--- src/rtl/smbto_pkg.sv ---
package smbto_pkg;
  localparam int B_FACK  = 7;
  localparam int B_ALERT = 6;
  localparam int B_ALT   = 5;
  localparam int B_FAST  = 4;
  localparam int B_LOWTO = 3;
  localparam int B_FREE  = 2;

  typedef struct packed {
    logic       fast_ack_en;
    logic       alert_en;
    logic       alt_addr_en;
    logic       tick_fast;
    logic       low_to;
    logic       bus_free;
    logic [1:0] rsvd;
  } csr_t;
endpackage

--- src/rtl/smbto_sync.sv ---
module smbto_sync #(
  parameter int W      = 2,
  parameter bit RSTVAL = 1'b1
) (
  input  logic         clk,
  input  logic         rst,
  input  logic [W-1:0] d_i,
  output logic [W-1:0] q_o
);
  for (genvar i = 0; i < W; i++) begin : g_bit
    logic s1, s2;
    always_ff @(posedge clk) begin
      if (rst) begin
        s1 <= RSTVAL;
        s2 <= RSTVAL;
      end else begin
        s1 <= d_i[i];
        s2 <= s1;
      end
    end
    assign q_o[i] = s2;
  end
endmodule

--- src/rtl/smbto_tick.sv ---
module smbto_tick #(
  parameter int DIV = 64
) (
  input  logic clk,
  input  logic rst,
  input  logic fast_i,
  output logic tick_o
);
  localparam int PW = (DIV > 1) ? $clog2(DIV) : 1;
  localparam logic [PW-1:0] LAST = PW'(DIV - 1);

  logic [PW-1:0] pre;

  always_ff @(posedge clk) begin
    if (rst || pre == LAST) pre <= '0;
    else                    pre <= pre + 1'b1;
  end

  assign tick_o = fast_i | (pre == LAST);
endmodule

--- src/rtl/smbto_span.sv ---
module smbto_span #(
  parameter int CW = 17
) (
  input  logic          clk,
  input  logic          rst,
  input  logic          cond_i,
  input  logic          tick_i,
  output logic [CW-1:0] cnt_o
);
  localparam logic [CW-1:0] TOP = '1;

  always_ff @(posedge clk) begin
    if (rst || !cond_i)               cnt_o <= '0;
    else if (tick_i && cnt_o != TOP)  cnt_o <= cnt_o + 1'b1;
  end
endmodule

--- src/rtl/smb_timeout_mon.sv ---
module smb_timeout_mon
  import smbto_pkg::*;
#(
  parameter int LIMW   = 16,
  parameter int DIV    = 64,
  parameter int HSHIFT = 9
) (
  input  logic            clk,
  input  logic            rst,
  input  logic            scl_in,
  input  logic            sda_in,
  input  logic [LIMW-1:0] limit_i,
  input  logic            wr_en,
  input  logic [7:0]      wr_data,
  output logic [7:0]      csr_o,
  output logic            low_to_o,
  output logic            bus_free_o
);
  localparam int CW = LIMW + 1;

  csr_t          csr;
  logic [1:0]    line_s;
  logic          scl_s, sda_s, tick;
  logic [CW-1:0] lcnt, hcnt, lim_ext, thr_hi;
  logic          low_det, free_det;
  logic          unused_wr;

  assign unused_wr = ^wr_data[2:0];

  smbto_sync #(.W(2), .RSTVAL(1'b1)) u_sync (
    .clk(clk), .rst(rst), .d_i({scl_in, sda_in}), .q_o(line_s)
  );
  assign scl_s = line_s[1];
  assign sda_s = line_s[0];

  smbto_tick #(.DIV(DIV)) u_tick (
    .clk(clk), .rst(rst), .fast_i(csr.tick_fast), .tick_o(tick)
  );

  smbto_span #(.CW(CW)) u_low (
    .clk(clk), .rst(rst), .cond_i(~scl_s), .tick_i(tick), .cnt_o(lcnt)
  );

  smbto_span #(.CW(CW)) u_high (
    .clk(clk), .rst(rst), .cond_i(scl_s & sda_s), .tick_i(tick), .cnt_o(hcnt)
  );

  assign lim_ext  = {1'b0, limit_i};
  assign thr_hi   = lim_ext >> HSHIFT;
  assign low_det  = ~scl_s & (limit_i != '0) & (lcnt > lim_ext);
  assign free_det = scl_s & sda_s & (hcnt > thr_hi);

  always_ff @(posedge clk) begin
    if (rst) begin
      csr <= '0;
    end else begin
      if (wr_en) begin
        csr.fast_ack_en <= wr_data[B_FACK];
        csr.alert_en    <= wr_data[B_ALERT];
        csr.alt_addr_en <= wr_data[B_ALT];
        csr.tick_fast   <= wr_data[B_FAST];
      end
      csr.low_to   <= low_det | (csr.low_to & ~(wr_en & wr_data[B_LOWTO]));
      csr.bus_free <= free_det;
      csr.rsvd     <= '0;
    end
  end

  assign csr_o      = csr;
  assign low_to_o   = csr.low_to;
  assign bus_free_o = csr.bus_free;
endmodule

--- config.mk ---
export PLATFORM = sky130hd
export DESIGN_NAME = smb_timeout_mon
export DESIGN_NICKNAME = d
export VERILOG_FILES = /design/src/rtl/smbto_pkg.sv /design/src/rtl/smbto_sync.sv /design/src/rtl/smbto_tick.sv /design/src/rtl/smbto_span.sv /design/src/rtl/smb_timeout_mon.sv
export SDC_FILE = /design/constraint.sdc
export NUM_CORES = 1
export LEC_CHECK = 0
export ABC_AREA = 1
export ABC_CLOCK_PERIOD_IN_PS = 3400
export BUFFER_PORTS_ARGS = -buffer_cell sky130_fd_sc_hd__buf_4
export CAP_MARGIN = 20
export CORE_MARGIN = 3
export CORE_UTILIZATION = 50
export CTS_CLUSTER_SIZE = 40
export DETAILED_ROUTE_END_ITERATION = 7
export PLACE_DENSITY_LB_ADDON = 0.12
export SETUP_SLACK_MARGIN = 0.1
export SYNTH_ARGS = -nofsm -noshare
export SYNTH_HDL_FRONTEND = slang
export SYNTH_SLANG_ARGS = --single-unit
--- constraint.sdc ---
create_clock -name clk -period 3.4 [get_ports clk]
set_input_delay 0 -clock clk [delete_from_list [all_inputs] [get_ports clk]]
set_output_delay 0 -clock clk [all_outputs]
set_load 0.005 [all_outputs]
After elaboration in Yosys (flattened, before gate mapping)
Cells that the tools add are included.
- bits of input ports: 29
- bits in registers: 50
- equality and inequality tests: 3
- magnitude comparators: 2
- bitwise gates (word level): 10
- reductions and logical operators: 7
- add/sub/neg operators: 3
- operators with widths (operator ; number):
    adder 17 x 1 -> 17 bit (second input constant) ; 2
    inequality test 17 bit (second input constant) ; 2
    > comparator 17 x 16 -> 1 bit ; 1
    > comparator 17 x 7 -> 1 bit ; 1
    nonzero test 16 bit ; 1
    adder 6 x 1 -> 6 bit (second input constant) ; 1
    bitwise AND 1 bit ; 6
    equality test 6 bit (second input constant) ; 1
    logical OR 1 bit ; 3
    logical AND 1 bit ; 2
    inverter 1 bit ; 2
    bitwise OR 1 bit ; 2
    logical NOT 1 bit ; 1

Logic depth before layout (Yosys ltp)
- depth in word-level cells: 4
- gate-level depth with buffers: 15
- gate-level depth less buffers: 15

Modules after synthesis
From an unflattened synthesis, not the netlist that was laid out.
- cell total of the unflattened synthesis: 468
- area total of the unflattened synthesis: 3166.8 um^2
- modules (own cells, without submodules) (module ; cells each ; times used ; sequential area each (um^2) ; area each (um^2)):
    smbto_span ; 133 ; 2 ; 340.3 ; 892.1
    smb_timeout_mon ; 150 ; 1 ; 120.1 ; 982.2
    smbto_tick ; 37 ; 1 ; 120.1 ; 269.0
    smbto_sync ; 15 ; 1 ; 80.1 ; 131.4

Worst setup path after synthesis
Ideal clock, no wire load.
- path kind: register -> register
- from: reg u_low.cnt_o[1]
- to: reg u_low.cnt_o[6]
- data required time: 3.286 ns
- clock period less this slack: 1.853 ns
- path buffers: 0
- arrival: 1.739 ns
- setup time: 0.114 ns
- stages on the path, launching flop included: 15
- setup slack: 1.547 ns
- cells stage by stage: dfxtp_1 > ha_1 > nand2_1 > inv_1 > nand2_1 > nor2_1 > inv_1 > nor3b_1 > ha_1 > inv_1 > nand2_4 > inv_4 > nand2_2 > xor2_1 > nor2_1
- word-level cells in the longest chain between the ends: 2
- RTL lines (what ; RTL line ; RTL):
    from (decl) ; smbto_span.sv:8 ; output logic [CW-1:0] cnt_o
    from (signal assigned) ; smbto_span.sv:14 ; else if (tick_i && cnt_o != TOP) cnt_o <= cnt_o + 1'b1;
    parallel branches: the longest is 2 deep, another holds adder 17 x 1 -> 17 bit ; - ;
Several ways; the timed one is not identified.
A chain may end at the register's enable or synchronous reset.

Final worst setup path
Ends and elaborated chain as after synthesis.

==> out/metrics.csv <==
stage,metric,value,unit
status,outcome,"complete, no violations",
logic_synthesis,yosys_warnings,0,
clocking,tritoncts,built,
pwr,seqPwrFrac,54.7,%
min_path,min_path_type,input pin to register,
pwr,power_frac_clock,34.0,%
floorplanning,start_util,53.0,%
routing,route.detailed.drc,0,
timing,rsz0062_at_grt,false,
routing,ant_nets,0,
floorplanning,coreArea,5680,um^2
setup_path,start_kind,register,
clocking,cts_made_buffers,5,
routing,wl_per_cell,11.4,um
global_route,antenna_found_initial,0,
finish,mostFrequentLayoutCells,"nand2_1, inv_1, nor2_1",
clocking,post_cts.repair.setup_buffers,0,
logic_synthesis,synth_cell_types,32,
clocking,postCtsHoldBufs,13,
floorplanning,die_w,83.6,um
pwr,p_comb_share,11.3,%
logic_synthesis,synth-seq-area-share,33.3,%
timing,max_freq,0.458,GHz
finish,layout-drive-gt1-share,12.2,%
timing,slew_headroom,38.5,%
routing,initialDrtViolationCount,112,
routing,dr.pass1.iters,4,
logic_synthesis,ys_seq_elements,50,
routing,wirelength,6330,um
place,portBuffers,33,
floorplanning,io_pins,39,
job,max_cap_violations,0,
finish,mostFrequentLayoutCell,nand2_1,
global_route,grt_pass1_vias,2522,
pwr,p_leak,1.56,nW
global_route,grt_max_degree,19,
pwr,ir_worst_vdd,158,uV
routing,via_count,2773,
clocking,htreeDepth,2,
setup_path,cp_max_fo,14,
timing,setup_viol,0,
setup_path,crit_type,register to register,
timing,fin_crit_sh,64.3,%
global_route,grt.overflow.total,0,
global_route,grt_util_all_layers,18.8,%
routing,vias_per_cell,5.00,
clocking,clock_latency,0.31,ns
logic_synthesis,synthTopCellsByArea,"dfxtp_1, ha_1, nand2_1",
place,place_area,3280,um^2
logic_synthesis,synth_top_cell_area_share,33.3,%
place,place.gp.congestion,0.832,
timing,setup_tns,0,ns
floorplanning,die_area,6980,um^2
place,hpwlAfterDp,4680,um
global_route,grt_pass1_wl,11100,um
timing,tightestPinTransition,0.919,ns
finish,finalNetCount,539,
finish,final_area,3500,um^2
clocking,cts_root_buf,clkbuf_8,
finish,n_antenna_cell,0,
timing,min_period,2.19,ns
clocking,cts_resized,0,
pwr,p_int,0.807,mW
floorplanning,die_height,83.6,um
pwr,p_switching,0.299,mW
finish,area_delta_synth_final,16.4,%
setup_path,crit_arrival,2.40,ns
clocking,clk_pin_slew,0.10,ns
logic_synthesis,synthCells,438,
pwr,swShare,27.0,%
clocking,cts.path.max_buffers,2,
timing,hold_viol,0,
clocking,cts.sinks,50,
setup_path,setup.worst_path.end_class,register,
timing,finalMaxSlewViolations,0,
logic_synthesis,syn_area_per_cell,6.87,um^2
logic_synthesis,synth.largest_area_cell,dfxtp_1,
logic_synthesis,syn_area,3010,um^2
floorplanning,rows,27,
timing,finalClockSkew,0.00415,ns
setup_path,crit_required,3.61,ns
pwr,cellPowerDensity,316,nW/um^2
timing,hold_ws,0.0619,ns
pwr,power.total,1.11,mW
power groups by stage:
stage | combinational, mW | clock, mW | sequential, mW
global placement | 0.110 | 0 | 0.618
finish | 0.125 | 0.376 | 0.605
global route | 0.144 | 0.410 | 0.606
detailed placement | 0.113 | 0 | 0.618
floorplan | 0.0723 | 0 | 0.617
CTS | 0.125 | 0.388 | 0.605
sequential cells by signal (all words and copies together), names as in the netlist:
signal	flops
csr_o	4
u_sync.g_bit.s1	2
u_sync.g_bit.s2	2
u_tick.pre	6
low_to_o	1
u_high.cnt_o	17
bus_free_o	1
u_low.cnt_o	17
worst max-delay path, cell delays in order, from the launching register on:
cell and delay [ns]:
dfxtp_1 0.39, ha_1 0.20, nand2_1 0.06, inv_1 0.08, nand2_1 0.10, nor2_1 0.17
inv_1 0.09, nor3b_1 0.20, ha_1 0.17, inv_1 0.06, nand2_4 0.18, inv_4 0.10
nand2_2 0.09, xor2_1 0.14, nor2_1 0.05
cell families (layout without fill, tap and decap cells):
group	after synthesis	in the layout	share of synthesized area, %
simple gates	208	208	30.6
buf+inv	81	125	11.4
compound gates	62	62	10.6
flops	50	50	33.3
fa+ha+maj	28	28	11.6
xor+xnor	8	8	2.33
other cells	1	2	0.125
cell type report:
cell class / instances / area, um^2
fill: 558 / 2170
multi-input combinational: 308 / 1670
sequential: 50 / 1000
timing repair buffer: 46 / 378
inverter: 71 / 269
tap: 72 / 90.1
clock buffer: 5 / 68.8
clock inverter: 3 / 26.3
layer usage:
layer	share of wire (%)	vias to the layer above	track usage, %
met5	0	-	0
met4	0.74	0	4.39
met3	5.8	4	3.65
met2	43	57	30.3
met1	50	1230	25.9
li1	-	1482	-
Yosys cell counts:
| cell | instances |
|---|---|
| o21ai_0 | 23 |
| nor3_1 | 9 |
| a21oi_1 | 34 |
| inv_4 | 1 |
| xor2_1 | 5 |
| ha_1 | 28 |
| a31oi_1 | 1 |
| inv_2 | 1 |
| nand2_2 | 2 |
| or2_2 | 4 |
| buf_4 | 5 |
| a211oi_1 | 1 |
| nand4_1 | 9 |
| xnor2_1 | 3 |
| buf_2 | 2 |
| nor2_1 | 61 |
| nor2_4 | 1 |
| o21bai_2 | 1 |
| nand3_1 | 24 |
| inv_1 | 69 |
| nor2_2 | 4 |
| o21ai_1 | 2 |
| nand3_2 | 1 |
| nand3b_1 | 1 |
| and3_1 | 1 |
| nand2_1 | 86 |
| clkbuf_1 | 1 |
| dfxtp_1 | 50 |
| nand2_4 | 3 |
| buf_6 | 2 |
| conb_1 | 1 |
| nor3b_1 | 2 |
final timing paths:
| kind | startpoint | endpoint | slack (ns) | cells after the start |
|---|---|---|---|---|
| setup reg to reg | u_low.cnt_o[1]$_SDFFE_PP0P_ | u_low.cnt_o[6]$_SDFFE_PP0P_ | 1.21 | 14 |
| hold / removal | wr_en | csr_o[4]$_SDFFE_PP0P_ | 0.06 | 3 |
| hold reg to reg | u_sync.g_bit[0].s1$_SDFF_PP1_ | u_sync.g_bit[0].s2$_SDFF_PP1_ | 0.42 | 1 |
| setup / recovery | u_low.cnt_o[1]$_SDFFE_PP0P_ | u_low.cnt_o[6]$_SDFFE_PP0P_ | 1.21 | 14 |
stage by stage:
| step | setup slack, ns | instances | util, % |
|---|---|---|---|
| 6_report | 1.21 | 555 | 61.7 |
| 5_1_grt | 0.948 | 555 | 61.7 |
| 4_1_cts | 1.20 | 555 | 61.7 |
| 3_5_place_dp | 1.22 | 534 | 57.7 |
| 3_3_place_gp | 1.22 | 534 | 57.7 |
| 2_1_floorplan | 1.55 | 439 | - |
Note: power is estimated with default switching activity, not from simulation.
